--- src/rtl/cterm_pkg.sv ---
package cterm_pkg;

    // Condition flag vector, MSB first: N, Z, C, V
    typedef struct packed {
        logic n;
        logic z;
        logic c;
        logic v;
    } cond_flags_t;

    typedef enum logic {
        ST_IDLE   = 1'b0,
        ST_REPORT = 1'b1
    } cterm_state_e;

endpackage

--- src/rtl/cterm_operand_cmp.sv ---
module cterm_operand_cmp #(
    parameter int DATA_W   = 64,
    parameter int NARROW_W = 32
) (
    input  logic [DATA_W-1:0] a_i,
    input  logic [DATA_W-1:0] b_i,
    input  logic              wide_i,
    input  logic              ne_i,
    output logic              hit_o
);
    localparam int HI_W = DATA_W - NARROW_W;

    logic lo_same;
    logic hi_same;
    logic same;

    assign lo_same = (a_i[NARROW_W-1:0] == b_i[NARROW_W-1:0]);

    generate
        if (HI_W > 0) begin : g_upper
            assign hi_same = (a_i[DATA_W-1:NARROW_W] == b_i[DATA_W-1:NARROW_W]);
        end else begin : g_no_upper
            assign hi_same = 1'b1;
        end
    endgenerate

    // upper half only matters in wide mode
    assign same  = lo_same & (hi_same | ~wide_i);
    assign hit_o = ne_i ? ~same : same;

endmodule

--- src/rtl/cterm_flag_calc.sv ---
module cterm_flag_calc
    import cterm_pkg::*;
(
    input  logic        hit_i,
    input  cond_flags_t flags_i,
    output cond_flags_t flags_o
);
    always_comb begin
        flags_o   = flags_i;            // Z and C pass through
        flags_o.n = hit_i;
        flags_o.v = ~hit_i & ~flags_i.c; // uses carry before the update
    end
endmodule

--- src/rtl/cterm_flag_unit.sv ---
module cterm_flag_unit
    import cterm_pkg::*;
#(
    parameter int DATA_W   = 64,
    parameter int NARROW_W = 32
) (
    input  logic              clk,
    input  logic              rst_n,
    input  logic              req_valid,
    input  logic [DATA_W-1:0] opnd_a,
    input  logic [DATA_W-1:0] opnd_b,
    input  logic              wide_sel,
    input  logic              ne_sel,
    input  logic [3:0]        flags_in,
    output logic              rsp_valid,
    output logic [3:0]        flags_out
);
    cterm_state_e state_q, state_d;
    cond_flags_t  flags_next;
    cond_flags_t  flags_q;
    logic         hit;

    cterm_operand_cmp #(
        .DATA_W   (DATA_W),
        .NARROW_W (NARROW_W)
    ) u_cmp (
        .a_i    (opnd_a),
        .b_i    (opnd_b),
        .wide_i (wide_sel),
        .ne_i   (ne_sel),
        .hit_o  (hit)
    );

    cterm_flag_calc u_calc (
        .hit_i   (hit),
        .flags_i (cond_flags_t'(flags_in)),
        .flags_o (flags_next)
    );

    // next-state logic
    always_comb begin
        unique case (state_q)
            ST_IDLE:   state_d = req_valid ? ST_REPORT : ST_IDLE;
            ST_REPORT: state_d = req_valid ? ST_REPORT : ST_IDLE;
            default:   state_d = ST_IDLE;
        endcase
    end

    // state and result register
    always_ff @(posedge clk or negedge rst_n) begin
        if (!rst_n) begin
            state_q <= ST_IDLE;
            flags_q <= '0;
        end else begin
            state_q <= state_d;
            if (req_valid) begin
                flags_q <= flags_next;
            end
        end
    end

    // outputs
    always_comb begin
        rsp_valid = (state_q == ST_REPORT);
        flags_out = flags_q;
    end

    AST_STROBE_FOLLOWS_REQ: assert property (@(posedge clk) disable iff (!rst_n)
        rsp_valid == $past(req_valid));

    AST_V_FROM_OLD_CARRY: assert property (@(posedge clk) disable iff (!rst_n)
        $past(req_valid) |-> (flags_out[0] == (~flags_out[3] & ~$past(flags_in[1]))));

    AST_ZC_UNTOUCHED: assert property (@(posedge clk) disable iff (!rst_n)
        $past(req_valid) |-> (flags_out[2:1] == $past(flags_in[2:1])));

    AST_HOLD_WITHOUT_REQ: assert property (@(posedge clk) disable iff (!rst_n)
        !$past(req_valid) |-> $stable(flags_out));

    AST_NARROW_LOW_MATCH: assert property (@(posedge clk) disable iff (!rst_n)
        ($past(req_valid) && !$past(wide_sel) &&
         ($past(opnd_a[NARROW_W-1:0]) == $past(opnd_b[NARROW_W-1:0])))
        |-> (flags_out[3] == !$past(ne_sel)));

endmodule

--- config.mk ---
export PLATFORM = sky130hd
export DESIGN_NAME = cterm_flag_unit
export DESIGN_NICKNAME = d
export VERILOG_FILES = /design/src/rtl/cterm_pkg.sv /design/src/rtl/cterm_operand_cmp.sv /design/src/rtl/cterm_flag_calc.sv /design/src/rtl/cterm_flag_unit.sv
export SDC_FILE = /design/constraint.sdc
export NUM_CORES = 1
export LEC_CHECK = 0
export BUFFER_PORTS_ARGS = -buffer_cell sky130_fd_sc_hd__buf_2
export CORE_UTILIZATION = 29
export CTS_CLUSTER_SIZE = 40
export DETAILED_ROUTE_END_ITERATION = 12
export GPL_TIMING_DRIVEN = 0
export PLACE_DENSITY = 0.81
export SLEW_MARGIN = 30
export SYNTH_ARGS = -nofsm -noshare
export SYNTH_HDL_FRONTEND = slang
export SYNTH_HIERARCHICAL = 1
export SYNTH_SLANG_ARGS = --single-unit
--- constraint.sdc ---
create_clock -name clk -period 0.98 [get_ports clk]
set_clock_uncertainty 0.15 [all_clocks]
set_input_delay 0.098 -clock clk [delete_from_list [all_inputs] [get_ports clk]]
set_output_delay 0.098 -clock clk [all_outputs]
set_load 0.005 [all_outputs]
==> results.md <==
* Status: complete, but fails checks
* Failing checks: hold timing, setup timing
* Fin area at 1810 µm²
* Post-DP HPWL at 2580 µm
* Number of nets still failing antenna checks after routing at 0
* 1st-pass router iterations at 4
* Reg clk slew, reported paths at 0.04 ns
* Max-Cap Viols at 0
* Tmin final at 1.70 ns
* Vias in the first global route at 1141
* VDD IR max at 0.585 mV
* Most common cell after layout, fill and taps aside: buf_2
* Max clock buf depth at 2
* RePlAce Congestion at 0.787
* Worst Max-Slew Pin Slew at 0.267 ns
* Post-CTS setup buffer count at 0
* Reg-to-reg startpoint: flags_out[3]
* R2R depth at 1
* Reg2reg setup slack at 0.07 ns
* Via/cell ratio at 4.29
* Period utilization at 173%
* F_max at 589 MHz
* Area of the multi-input gates at 841 µm²
* # rows at 20
* Setup ws final at -0.718 ns
* Critical path buffers and inverters at 2
* Leading cell types in the layout, fill and taps excluded: 133 x buf_2, 32 x xor2_1, 28 x xnor2_1
* Min-delay worst type: in -> reg
* Top cells by area, synth: xnor2_1 30%, xor2_1 30%, dfrtp_1 14%, nand4_1 6.8%, nor4_1 6.8%
* Placed standard-cell area at 1670 µm²
* Synth top area share at 30.4%
* CTS Buf Count at 3
* Area growth, synth to finish at 96.1%
* Worst path arrival time at 1.67 ns
* CORE AREA at 3030 µm²
* Vias at 1244
* Crit start category: input pin
* Layout cells sized above 1 at 63.4%
* Clock sinks at 5
* Die Span Y at 58.4 µm
* Initial antenna violation count at 0
* Cell total after placement at 285
* WHS Endpoint: rsp_valid
* P_leak at 0.949 nW
* Hold Buf Count CTS at 1
* CTS tree: done
* DRC viols at 0
* Skew-Pair Late Insertion Delay at 0.24 ns
* Global Route Usage Sum at 15.5%
* Largest net degree at the start of global routing at 6
* Crit Reg-Reg Endpoint: flags_out[3]
* Finish-stage setup viols at 5
* Hold Startpoint: req_valid
* Die area at 3400 µm²
* Hold Crit Depth at 1
* Nets at 384
* Worst Hold Margin at -0.0892 ns
* Synth warnings at 6
* Utilization after layout at 59.6%
* Pwr dens at 622 nW/µm²
* Cell variety after synth at 14
* Mapped Area at 921 µm²
* Final Max Slew Viols at 0
* Syn Nets at 240
* CTS H-tree depth at 1
* Total Power at 1.12 mW
* Starting Density at 30.4%
* Clk root buf: clkbuf_4
* Average size of a mapped cell at 8.94 µm²
* WL final at 2920 µm
* I/O pin count at 142
* Seq cells post-synth at 5
* Yosys top cell by area: xnor2_1
* CP Class: in -> reg
* CP Cell Sequence: buf_2 -> xor2_1 -> nor4_1 -> nand4_1 -> o211a_1 -> a211o_1 -> buf_4 -> mux2_4
* CP endpoint kind: flip-flop
* N_diodes at 0
* Sequential share of the synthesized area at 13.6%
* First-pass GRT wire length at 4190 µm
* Cell count after synthesis at 103
* Post-Layout Cell Count at 290
* TNS Setup at -1.27 ns
* Fillers at 286
* Critical Path Stages at 8
* WP data required at 0.95 ns
* Buffers added on ports at 138
* Final hold vios at 2
* Sequential Area at 125 µm²
* Slowest-stage cell, CP: nor4_1
* Unrepaired setup endpoints after global routing: true
* Slowest stage delay, CP at 0.29 ns
* CP max FO at 2
* Delay-heaviest family, CP: compound AO/OA/AOI/OAI gates
* Horiz. Die Dim at 58.4 µm
* Wire per inst at 10.1 µm
* DR iter-0 viols at 19
* Slew margin rel. at 82.0%
* Grt ovf at 0
## metal layers
| layer | wire length (µm) | track usage [%] | up-vias |
|---|---|---|---|
| met5 | 0 | 0 | - |
| met4 | 8 | 3.74 | 0 |
| met3 | 285 | 2.20 | 2 |
| met2 | 1660 | 33.7 | 69 |
| met1 | 968 | 14.6 | 531 |
| li1 | - | - | 642 |
## stage by stage
step | setup slack (ns) | hold WS, ns
after floorplan | -0.731 | -0.348
after global placement | -1.15 | -0.236
after detailed placement | -1.16 | -0.229
after CTS | -0.732 | -0.0992
after global routing | -0.807 | -0.0957
final | -0.718 | -0.0892
## sequential cells by signal, summed over array words and instances, names as in the netlist
name,count
flags_out,4
rsp_valid,1
## report_power, final
| group | switching, mW | internal (mW) |
|---|---|---|
| sequential | 0.00872 | 0.226 |
| combinational | 0.245 | 0.410 |
| clock | 0.0798 | 0.154 |
## cell families (layout without fill, tap and decap cells)
| family | after synthesis | in the layout | share of synthesized area (%) |
|---|---|---|---|
| compound gates | 4 | 4 | 3.12 |
| simple gates | 22 | 22 | 14.7 |
| buf+inv | 4 | 147 | 2.85 |
| mux | 4 | 4 | 4.89 |
| flops | 5 | 5 | 13.6 |
| xor+xnor | 64 | 64 | 60.9 |
## what timing repair did
action | in CTS | in global routing
pin swaps | 9 | 1
hold endpoints to repair | 7 | 2
endpoints found under the setup margin | 6 | 6
gates resized for setup | 15 | 0
## layout make-up
cell class / count / area share [%]
buffer: 3 / 1.25
clock buffer: 4 / 1.46
inverter: 1 / 0.208
multi-input combinational: 94 / 46.6
sequential: 5 / 6.93
tap: 44 / 3.05
timing repair buffer: 139 / 40.5
## worst max path at each step
stage               start            to  slack (ns)
2_1_floorplan  opnd_b[43]  flags_out[3]       -0.73
3_3_place_gp   opnd_b[28]  flags_out[3]       -1.15
3_5_place_dp   opnd_b[28]  flags_out[3]       -1.16
4_1_cts        opnd_b[43]  flags_out[3]       -0.73
5_1_grt        opnd_b[58]  flags_out[3]       -0.81
6_report       opnd_b[61]  flags_out[3]       -0.72
## cell usage after synthesis
cell type,count
nor2_1,1
o21ai_0,1
xor2_1,32
nor4_1,10
inv_1,1
and3_1,1
mux2_2,4
dfrtp_1,5
a21oi_1,1
buf_4,3
a211o_1,1
nand4_1,10
o211a_1,1
xnor2_1,32
(Power assumes the default switching activity.)
